## config.mk

```make
export PLATFORM = sky130hd
export DESIGN_NAME = bcd_clock_core
export DESIGN_NICKNAME = d
export VERILOG_FILES = /design/src/rtl/bcd_clock_pkg.sv /design/src/rtl/bcd_prescaler.sv /design/src/rtl/bcd_time_chain.sv /design/src/rtl/bcd_date_chain.sv /design/src/rtl/bcd_clock_core.sv
export SDC_FILE = /design/constraint.sdc
export NUM_CORES = 1
export LEC_CHECK = 0
export ABC_AREA = 1
export BUFFER_PORTS_ARGS = -buffer_cell sky130_fd_sc_hd__clkbuf_2
export CAP_MARGIN = 25
export CORE_MARGIN = 10
export CORE_UTILIZATION = 54
export CTS_BUF_LIST = sky130_fd_sc_hd__clkbuf_4 sky130_fd_sc_hd__clkbuf_8 sky130_fd_sc_hd__clkbuf_16
export CTS_CLUSTER_SIZE = 8
export DETAILED_ROUTE_END_ITERATION = 8
export GPL_TIMING_DRIVEN = 0
export PLACE_DENSITY = 0.77
export SYNTH_ARGS = -nofsm -noshare
export SYNTH_HDL_FRONTEND = slang
export SYNTH_SLANG_ARGS = --single-unit
```

## constraint.sdc

```tcl
create_clock -name clk -period 1.76 [get_ports clk]
set_input_delay 0.352 -clock clk [delete_from_list [all_inputs] [get_ports clk]]
set_output_delay 0.352 -clock clk [all_outputs]
set_load 0.02 [all_outputs]
```

## src/rtl/bcd_clock_pkg.sv

```systemverilog
// Package: register addresses and BCD helpers shared by the calendar counter.
// Assumes all field values are packed BCD with tens in the upper nibble.
package bcd_clock_pkg;

    localparam logic [2:0] ADDR_SEC  = 3'd0;
    localparam logic [2:0] ADDR_MIN  = 3'd1;
    localparam logic [2:0] ADDR_HOUR = 3'd2;
    localparam logic [2:0] ADDR_WDAY = 3'd3;
    localparam logic [2:0] ADDR_DATE = 3'd4;
    localparam logic [2:0] ADDR_MON  = 3'd5;
    localparam logic [2:0] ADDR_YEAR = 3'd6;
    localparam logic [2:0] ADDR_CTRL = 3'd7;

    // Increment a two-digit BCD value (no range wrap; caller handles limits).
    function automatic logic [7:0] bcd_step(input logic [7:0] v);
        if (v[3:0] >= 4'd9)
            return {v[7:4] + 4'd1, 4'h0};
        else
            return v + 8'd1;
    endfunction

    // Last valid BCD date of a month; leap rule uses year value mod 4.
    function automatic logic [5:0] last_date(input logic [4:0] mon, input logic [7:0] yr);
        logic [6:0] ybin;
        ybin = 7'(yr[7:4]) * 7'd10 + 7'(yr[3:0]);
        case (mon)
            5'h02:                      return (ybin[1:0] == 2'b00) ? 6'h29 : 6'h28;
            5'h04, 5'h06, 5'h09, 5'h11: return 6'h30;
            default:                    return 6'h31;
        endcase
    endfunction

endpackage

```

## src/rtl/bcd_prescaler.sv

```systemverilog
// Divides the sub-second strobe down to a one-cycle seconds pulse.
// Assumes sub_tick is a single-cycle enable; clear has priority over counting.
module bcd_prescaler #(
    parameter int TICKS_PER_SEC = 32768
) (
    input  logic clk,
    input  logic rst_n,
    input  logic sub_tick,
    input  logic run,
    input  logic clear,
    output logic sec_pulse
);
    localparam int CW = (TICKS_PER_SEC > 1) ? $clog2(TICKS_PER_SEC) : 1;
    localparam logic [CW-1:0] LAST = CW'(TICKS_PER_SEC - 1);

    logic [CW-1:0] cnt_q;
    logic          at_last;

    // Terminal count detection and pulse qualification.
    always_comb begin
        at_last   = (cnt_q == LAST);
        sec_pulse = run && sub_tick && at_last && !clear;
    end

    // Sub-second counter: cleared on load, held while stopped.
    always_ff @(posedge clk) begin
        if (!rst_n)
            cnt_q <= '0;
        else if (clear)
            cnt_q <= '0;
        else if (run && sub_tick)
            cnt_q <= at_last ? '0 : cnt_q + CW'(1);
    end

    generate
        if (TICKS_PER_SEC > 1) begin : g_spacing_checks
            // a cleared prescaler cannot fire in the following cycle.
            assert_clear_delays_pulse_R4: assert property (@(posedge clk) disable iff (!rst_n)
                clear |=> !sec_pulse);
            // second pulses are never back to back.
            assert_pulse_spacing_R3: assert property (@(posedge clk) disable iff (!rst_n)
                sec_pulse |=> !sec_pulse);
        end
    endgenerate
endmodule

```

## src/rtl/bcd_time_chain.sv

```systemverilog
// Seconds, minutes and hours in BCD, with 12/24-hour hour format.
// Assumes hour bit 6 selects 12-hour mode and bit 5 is PM in that mode.
module bcd_time_chain
    import bcd_clock_pkg::*;
(
    input  logic       clk,
    input  logic       rst_n,
    input  logic       sec_pulse,
    input  logic       wr_sec,
    input  logic       wr_min,
    input  logic       wr_hour,
    input  logic [6:0] wdata,
    output logic [6:0] sec,
    output logic [6:0] min,
    output logic [6:0] hour,
    output logic       day_carry
);
    logic       min_step, hour_step, hour_carry;
    logic [6:0] hour_next;
    logic [7:0] sec_inc, min_inc, h12_inc, h24_inc;

    // Carry chain between seconds, minutes and hours.
    always_comb begin
        min_step  = sec_pulse && (sec == 7'h59);
        hour_step = min_step && (min == 7'h59);
        sec_inc   = bcd_step({1'b0, sec});
        min_inc   = bcd_step({1'b0, min});
        h12_inc   = bcd_step({3'b000, hour[4:0]});
        h24_inc   = bcd_step({2'b00, hour[5:0]});
    end

    // Next hour value for both formats and the day carry.
    always_comb begin
        hour_carry = 1'b0;
        if (hour[6]) begin
            if (hour[4:0] == 5'h11) begin
                hour_next  = {1'b1, ~hour[5], 5'h12};
                hour_carry = hour[5];
            end else if (hour[4:0] == 5'h12) begin
                hour_next = {1'b1, hour[5], 5'h01};
            end else begin
                hour_next = {1'b1, hour[5], h12_inc[4:0]};
            end
        end else begin
            if (hour[5:0] == 6'h23) begin
                hour_next  = 7'h00;
                hour_carry = 1'b1;
            end else begin
                hour_next = {1'b0, h24_inc[5:0]};
            end
        end
        day_carry = hour_step && hour_carry;
    end

    // Seconds register: load or advance.
    always_ff @(posedge clk) begin
        if (!rst_n)         sec <= 7'h00;
        else if (wr_sec)    sec <= wdata;
        else if (sec_pulse) sec <= (sec == 7'h59) ? 7'h00 : sec_inc[6:0];
    end

    // Minutes register: load or advance on seconds wrap.
    always_ff @(posedge clk) begin
        if (!rst_n)        min <= 7'h00;
        else if (wr_min)   min <= wdata;
        else if (min_step) min <= (min == 7'h59) ? 7'h00 : min_inc[6:0];
    end

    // Hours register: load or advance on minutes wrap.
    always_ff @(posedge clk) begin
        if (!rst_n)         hour <= 7'h00;
        else if (wr_hour)   hour <= wdata;
        else if (hour_step) hour <= hour_next;
    end

    assert_sec_wrap_R5: assert property (@(posedge clk) disable iff (!rst_n)
        (sec_pulse && sec == 7'h59 && !wr_sec) |=> (sec == 7'h00));
    assert_midnight_24h_R6: assert property (@(posedge clk) disable iff (!rst_n)
        (hour_step && !hour[6] && hour[5:0] == 6'h23 && !wr_hour) |=> (hour == 7'h00));
    assert_pm_flip_R7: assert property (@(posedge clk) disable iff (!rst_n)
        (hour_step && hour[6] && hour[4:0] == 5'h11 && !wr_hour) |=> (hour[5] != $past(hour[5])));
    assert_noon_wrap_R7: assert property (@(posedge clk) disable iff (!rst_n)
        (hour_step && hour[6] && hour[4:0] == 5'h12 && !wr_hour) |=> (hour[4:0] == 5'h01 && $stable(hour[5])));
endmodule

```

## src/rtl/bcd_date_chain.sv

```systemverilog
// Weekday, date, month and year counters driven by the end-of-day carry.
// Assumes BCD fields; year 00..99 stands for 2000..2099.
module bcd_date_chain
    import bcd_clock_pkg::*;
(
    input  logic       clk,
    input  logic       rst_n,
    input  logic       day_carry,
    input  logic       wr_wday,
    input  logic       wr_date,
    input  logic       wr_mon,
    input  logic       wr_year,
    input  logic [7:0] wdata,
    output logic [2:0] wday,
    output logic [5:0] date,
    output logic [4:0] mon,
    output logic [7:0] year
);
    logic       mon_step, year_step;
    logic [7:0] date_inc, mon_inc, year_inc;

    // Month-end and year-end detection.
    always_comb begin
        mon_step  = day_carry && (date == last_date(mon, year));
        year_step = mon_step && (mon == 5'h12);
        date_inc  = bcd_step({2'b00, date});
        mon_inc   = bcd_step({3'b000, mon});
        year_inc  = bcd_step(year);
    end

    // Weekday register: 1..7 cycle.
    always_ff @(posedge clk) begin
        if (!rst_n)         wday <= 3'd1;
        else if (wr_wday)   wday <= wdata[2:0];
        else if (day_carry) wday <= (wday == 3'd7) ? 3'd1 : wday + 3'd1;
    end

    // Date register: wraps at the month's last day.
    always_ff @(posedge clk) begin
        if (!rst_n)         date <= 6'h01;
        else if (wr_date)   date <= wdata[5:0];
        else if (day_carry) date <= mon_step ? 6'h01 : date_inc[5:0];
    end

    // Month register: 01..12.
    always_ff @(posedge clk) begin
        if (!rst_n)        mon <= 5'h01;
        else if (wr_mon)   mon <= wdata[4:0];
        else if (mon_step) mon <= (mon == 5'h12) ? 5'h01 : mon_inc[4:0];
    end

    // Year register: 00..99.
    always_ff @(posedge clk) begin
        if (!rst_n)         year <= 8'h00;
        else if (wr_year)   year <= wdata;
        else if (year_step) year <= (year == 8'h99) ? 8'h00 : year_inc;
    end

    assert_wday_wrap_R8: assert property (@(posedge clk) disable iff (!rst_n)
        (day_carry && wday == 3'd7 && !wr_wday) |=> (wday == 3'd1));
    assert_date_restart_R9: assert property (@(posedge clk) disable iff (!rst_n)
        (mon_step && !wr_date) |=> (date == 6'h01));
    assert_year_wrap_R11: assert property (@(posedge clk) disable iff (!rst_n)
        (year_step && year == 8'h99 && !wr_year) |=> (year == 8'h00));
endmodule

```

## src/rtl/bcd_clock_core.sv

```systemverilog
// Top of the BCD calendar counter: register port, run control, field chains.
// Assumes one register access per cycle; read data follows reg_addr directly.
module bcd_clock_core
    import bcd_clock_pkg::*;
#(
    parameter int TICKS_PER_SEC = 32768
) (
    input  logic       clk,
    input  logic       rst_n,
    input  logic       sub_tick,
    input  logic [2:0] reg_addr,
    input  logic       reg_wr,
    input  logic [7:0] reg_wdata,
    output logic [7:0] reg_rdata
);
    logic       halt_q;
    logic       sec_pulse, day_carry, time_load;
    logic [6:0] sec, min, hour;
    logic [2:0] wday;
    logic [5:0] date;
    logic [4:0] mon;
    logic [7:0] year;

    // Any write outside the control register reloads the prescaler.
    always_comb time_load = reg_wr && (reg_addr != ADDR_CTRL);

    // Stop flag: set at reset, software clears it to start counting.
    always_ff @(posedge clk) begin
        if (!rst_n)
            halt_q <= 1'b1;
        else if (reg_wr && reg_addr == ADDR_CTRL)
            halt_q <= reg_wdata[7];
    end

    bcd_prescaler #(.TICKS_PER_SEC(TICKS_PER_SEC)) u_prescaler (
        .clk       (clk),
        .rst_n     (rst_n),
        .sub_tick  (sub_tick),
        .run       (!halt_q),
        .clear     (time_load),
        .sec_pulse (sec_pulse)
    );

    bcd_time_chain u_time (
        .clk       (clk),
        .rst_n     (rst_n),
        .sec_pulse (sec_pulse),
        .wr_sec    (reg_wr && reg_addr == ADDR_SEC),
        .wr_min    (reg_wr && reg_addr == ADDR_MIN),
        .wr_hour   (reg_wr && reg_addr == ADDR_HOUR),
        .wdata     (reg_wdata[6:0]),
        .sec       (sec),
        .min       (min),
        .hour      (hour),
        .day_carry (day_carry)
    );

    bcd_date_chain u_date (
        .clk       (clk),
        .rst_n     (rst_n),
        .day_carry (day_carry),
        .wr_wday   (reg_wr && reg_addr == ADDR_WDAY),
        .wr_date   (reg_wr && reg_addr == ADDR_DATE),
        .wr_mon    (reg_wr && reg_addr == ADDR_MON),
        .wr_year   (reg_wr && reg_addr == ADDR_YEAR),
        .wdata     (reg_wdata),
        .wday      (wday),
        .date      (date),
        .mon       (mon),
        .year      (year)
    );

    // Read multiplexer with unused bits forced to zero.
    always_comb begin
        case (reg_addr)
            ADDR_SEC:  reg_rdata = {1'b0, sec};
            ADDR_MIN:  reg_rdata = {1'b0, min};
            ADDR_HOUR: reg_rdata = {1'b0, hour};
            ADDR_WDAY: reg_rdata = {5'b0, wday};
            ADDR_DATE: reg_rdata = {2'b0, date};
            ADDR_MON:  reg_rdata = {3'b0, mon};
            ADDR_YEAR: reg_rdata = year;
            default:   reg_rdata = {halt_q, 7'b0};
        endcase
    end

    assert_halt_freeze_R2: assert property (@(posedge clk) disable iff (!rst_n)
        (halt_q && !reg_wr) |=> ($stable(sec) && $stable(min) && $stable(hour) && $stable(date)));
    assert_no_pulse_halted_R2: assert property (@(posedge clk) disable iff (!rst_n)
        halt_q |-> !sec_pulse);
endmodule

```

**After elaboration in Yosys (flattened, before gate mapping)**

Cells that the tools add are included.

- Register bits after elaboration: 59
- Output and inout port bits: 8
- Logic and storage cells: 129

- Add/subtract/negate cells: 17
- Multipliers: 1
- $lt $le $gt $ge: 6
- Equal/unequal tests: 24
- Mux-type cells: 38
- Bitwise logic cells: 2
- Reductions and logical operators: 31

Operator list:

| cell | count |
|---|---|
| 7-bit 2-to-1 mux | 12 |
| 8-bit case mux with 7 select lines | 1 |
| 6-bit 2-to-1 mux | 6 |
| 8-bit 2-to-1 mux | 4 |
| 5-bit 2-to-1 mux | 6 |
| 4-bit greater-or-equal comparator (second input constant) | 6 |
| 5-bit equality test (second input constant) | 4 |
| 1-bit logical AND | 17 |
| 15-bit by 1-bit adder with 15-bit output (second input constant) | 1 |
| 15-bit equality test (second input constant) | 1 |
| 3-bit equality test (second input constant) | 5 |
| 15-bit 2-to-1 mux | 1 |
| 7-bit by 1-bit adder with 7-bit output (second input constant) | 2 |
| 7-bit equality test (second input constant) | 2 |
| 2-bit nonzero test | 7 |
| 6-bit by 1-bit adder with 6-bit output (second input constant) | 2 |
| 6-bit case mux with 2 select lines | 1 |
| 5-bit by 1-bit adder with 5-bit output (second input constant) | 2 |
| 5-bit by 3-bit equality test with 1-bit output (second input constant) | 2 |
| 3-bit by 1-bit adder with 3-bit output (second input constant) | 3 |
| 3-bit 2-to-1 mux | 3 |
| 8-bit by 1-bit adder with 8-bit output (second input constant) | 1 |
| 8-bit equality test (second input constant) | 1 |
| 3-bit by 2-bit equality test with 1-bit output (second input constant) | 2 |
| 20 further kinds | 27 |

**Depth between registers and ports, before layout**

- Word-level depth: 11
- Depth in mapped cells: 16
- Gate-level depth less buffers: 15

**Modules after synthesis**

A second synthesis with hierarchy kept.

- Cell total of the unflattened synthesis: 728
- Area total of the unflattened synthesis: 4784.6 µm²

Modules (own cells, without submodules):

| module | times used | cells an instance | area an instance (µm²) |
|---|---|---|---|
| bcd_date_chain | 1 | 247 | 1744.2 |
| bcd_time_chain | 1 | 247 | 1614.0 |
| bcd_prescaler | 1 | 117 | 793.3 |
| bcd_clock_core | 1 | 117 | 633.1 |

**Least setup slack after synthesis**

Ideal clock, no wire load.

- Kind: register -> register
- Start: register u_date.mon[0]
- End: register u_date.year[0]
- Data arrival time: 1.700 ns
- Setup slack: -0.055 ns
- Cell stages (with the launch flop): 16
- Period minus slack after synthesis: 1.815 ns
- Cells stage by stage: dfxtp_1 inv_1 ha_1 inv_1 nand2_1 nand2_1 nand3_1 nand2_1 nand2_1 nand2_1 inv_2 nor2_4 nand3_4 buf_6 a21oi_1 nor2_1

- Cells in the longest elaborated chain, start to end: 7
- Elaborated cells on any way between the ends: 12
- Those cells by class: eq/ne (7); mux (1); reduce/logical (4)

RTL lines:

| element | line | source |
|---|---|---|
| start: declaration | bcd_date_chain.sv:16 | `output logic [4:0] mon,` |
| start signal: assignment | bcd_date_chain.sv:48 | `else if (wr_mon) mon <= wdata[4:0];` |
| start signal: assignment | bcd_date_chain.sv:49 | `else if (mon_step) mon <= (mon == 5'h12) ? 5'h01 : mon_inc[4:0];` |
| 5-bit by 3-bit equality test with 1-bit output, or another cell as far along | bcd_clock_pkg.sv:26 | `case (mon)` |
| 4-bit OR reduction | bcd_clock_pkg.sv:26 |  |
| 6-bit case mux with 2 select lines | bcd_clock_pkg.sv:26 |  |
| 6-bit equality test | bcd_date_chain.sv:24 | `mon_step = day_carry && (date == last_date(mon, year));` |
| 1-bit logical AND | bcd_date_chain.sv:24 |  |
| 1-bit logical AND (*) | bcd_date_chain.sv:25 | `year_step = mon_step && (mon == 5'h12);` |
| 2-bit nonzero test (no line) (*) | n/a |  |
| end signal: assignment | bcd_date_chain.sv:55 | `else if (wr_year) year <= wdata;` |
| end signal: assignment | bcd_date_chain.sv:56 | `else if (year_step) year <= (year == 8'h99) ? 8'h00 : year_inc;` |
| end: declaration | bcd_date_chain.sv:17 | `output logic [7:0] year` |

Every way passes the cells marked *; elsewhere a longest branch is shown, timed or not.
A chain may end at the register's enable or synchronous reset.

**Final worst setup path**

- Start: register u_date.mon[0]
- End: register u_date.year[5]

The elaborated chain is that of the path after synthesis.

==> metrics <==
status=finished with violations; failing checks=negative setup slack; Ys Warns=0; WL final=15300 um; area leader, netlist=dfxtp_1; Slew HR=53.4%; Synth top area share=26.5%; post-layout util=72.1%; final antenna-violating net count=0; Vias/cell=5.92; crit path max fanout=5; Seq/Total Area, Yosys=26.5%; Post-synth EDFFs=0; clock sinks=59; depth of the worst register-to-register path=13; clock transition at the registers of the reported paths=0.08 ns; Row Count=33; hold depth=3; crit path DAT=2.24 ns; worst r2r src=u_date.mon[0]; Remaining Overflow, GRT=0; Post-synth ARST share=0%; placed wire-length estimate=10100 um; startpoint types=flop; sw frac=31.3%; worst reg2reg path endpoint=u_date.year[5]; final setup fails=25; MaxCap Viol Count=0; static leakage=2.51 nW; highest-count cells in the layout ignoring fill and taps=nand2_1 (124), inv_1 (64), nor2_1 (61), nand3_1 (49), buf_4 (39); Layout area overhead=31.7%; worst skew pair latency=0.36 ns; Avg Cell Area, Syn=6.52 um^2; first-pass GRT wire length=23500 um; kind of cell adding the most delay to the critical path=simple AND/OR/NAND/NOR gates; Setup CP Type=reg2reg; power per cell area=523 mW/mm^2; I/O pin count=23; I/O Buffers=22; CTS tree=built; Initial Util=54.8%; initial DRC count=570; Clk network pwr share=39.7%; 1st-pass router iterations=5; #FFs+latches synth=59; VDD IR max=276 uV; sequential power share=45.4%; largest cells by area after synthesis=dfxtp_1 (27%), nand2_1 (13%), ha_1 (8.7%), inv_1 (8.0%), nand3_1 (6.7%); gr usage total=22.6%; total power=3.07 mW; Hold Crit Start=reg_wdata[7]; number of diodes=0; die extent in x=111 um; CP peak stage delay=0.37 ns; maximum clock frequency=0.512 GHz; Crit path required time=2.04 ns; DP Cell Count=810; crit end category=flop; CTS H-tree lvls=3; fin cells=870; CTS Root Cell=clkbuf_8; RSZ-0062 raised after global routing=yes; Int Power=2.11 mW; share of cells above drive strength 1=35.2%; routed vias=5153; hold buffers post-CTS=0; worst hold path type=in2reg; Layout Nets=806; pre-CTS WS=-0.317 ns; total CTS buffers=9; reg2reg setup slack=-0.19 ns; synthesized area=0.00446 mm^2; Final WS setup=-0.194 ns; DR DRC count=0; drt wl/cell=17.6 um; post-synth cell types=38; Comb pwr share=14.9%; Final period util=111%; commonest non-fill, non-tap cell in the layout=nand2_1; via count of the first global-routing pass=4868; Synth Flop Type=dfxtp_1; initial antenna violation count=0; Final min period=1.95 ns; Worst Tran Pin Value=0.699 ns; die area=0.0123 mm^2; cells after synthesis=683; final hold violation count=0; sw power=0.961 mW; Die Ht=111 um; CTS max path bufs=2; Worst Hold End=halt_q; CP Buf/Inv Count=2; largest net degree at the start of global routing=11; clk_skew=0.0180 ns; critical path, cell by cell=inv_4 > ha_4 > nand3_2 > nand2_1 > nand3_1 > nor2_2 > nand2_2 > nor2_4 > nand3_4 > buf_16 > nand3_2 > nand2_1 > nor2_1; core area=0.00813 mm^2; Crit-path slowest cell=dfxtp_4; fin. max-slew vios=0; gpl congestion=0.996; Net Count, Synth=729
cells by family after synthesis:
family	synth area share, %
xor+xnor	3.34
fa+ha+maj	8.71
buf+inv	9.35
simple gates	36.5
flops	26.5
compound gates	15.6
metrics by stage:
stage	hold WS, ns	setup TNS [ns]	area (um^2)
6_report	0.280	-2.85	5870
5_1_grt	0.288	-5.32	5870
4_1_cts	0.269	-0.902	5430
3_5_place_dp	0.441	-8.04	4700
3_3_place_gp	0.431	-6.04	4700
2_1_floorplan	0.421	0	4460
power groups by stage:
stage          sequential, mW  clock (mW)  combinational, mW
3_3_place_gp             1.42           0              0.330
6_report                 1.39        1.22              0.456
2_1_floorplan            1.41           0              0.222
3_5_place_dp             1.42           0              0.338
5_1_grt                  1.39        1.27              0.490
4_1_cts                  1.39        1.21              0.389
synth_stat cells, types with 2 or more instances:
cell type / instances
nand3b_1: 5
buf_2: 3
xor2_1: 13
nor2_4: 7
xnor2_1: 4
o21ai_0: 38
o211ai_1: 3
ha_1: 31
nand3_1: 60
a211oi_1: 4
nand4_4: 2
nor2_1: 70
inv_2: 4
nand2_2: 7
or2_2: 3
nand3_2: 4
dfxtp_1: 59
nor2_2: 7
nor3_1: 11
inv_1: 95
a31oi_1: 8
o22ai_1: 15
nand2_1: 152
nand4_1: 12
a21oi_1: 44
nand3_4: 2
a221oi_1: 3
o221ai_1: 4
clkbuf_1: 4
metal layers:
metal,routed length [um],vias up,part of all wire (%),track usage (%)
met5,0,-,0,0
met4,731,0,4.8,9.11
met3,1510,74,9.9,4.44
met2,7170,311,47,37.5
met1,5910,2348,39,27.7
li1,-,2420,-,-
flip-flops by register name, indices dropped and copies added (netlist names), 3 cells and up:
name               cells
u_prescaler.cnt_q     15
u_time.min             7
u_date.wday            3
u_date.date            6
u_date.mon             5
u_time.sec             7
u_time.hour            7
u_date.year            8
cell type report:
class / instances / area, um^2
Clock buffer: 12 / 159
Tap cell: 105 / 131
Clock inverter: 4 / 25.0
Buffer: 8 / 45.0
Multi-Input combinational cell: 516 / 3320
Fill cell: 580 / 2270
Inverter: 100 / 405
Sequential cell: 59 / 1240
Timing Repair Buffer: 66 / 541
worst reg2reg max path: cells and delay by family, from the launching register on:
kind                     cells  cell delay, ns
adder cells (fa/ha/maj)      1            0.16
flip-flops                   1            0.37
buffers and inverters        2            0.26
AND/OR/NAND/NOR             10            1.09
worst max-delay path by stage:
stage | start | endpoint | slack [ns] | cells past startpoint
final | u_date.mon[0] | u_date.year[5] | -0.19 | 13
after global routing | u_date.mon[0] | u_date.year[5] | -0.26 | 13
after CTS | u_prescaler.cnt_q[1] | u_date.year[0] | -0.09 | 11
after detailed placement | reg_addr[1] | reg_rdata[3] | -0.32 | 8
after global placement | reg_addr[1] | reg_rdata[3] | -0.28 | 8
after floorplan | u_date.mon[0] | u_date.year[0] | 0.003 | 15
timing repair:
action,CTS,global route
resized for setup,116,101
pin swaps,22,32
endpoints found under the setup margin,40,48
cloned,1,0
buffers inserted,26,18
Power figures use the tool's default switching activity.
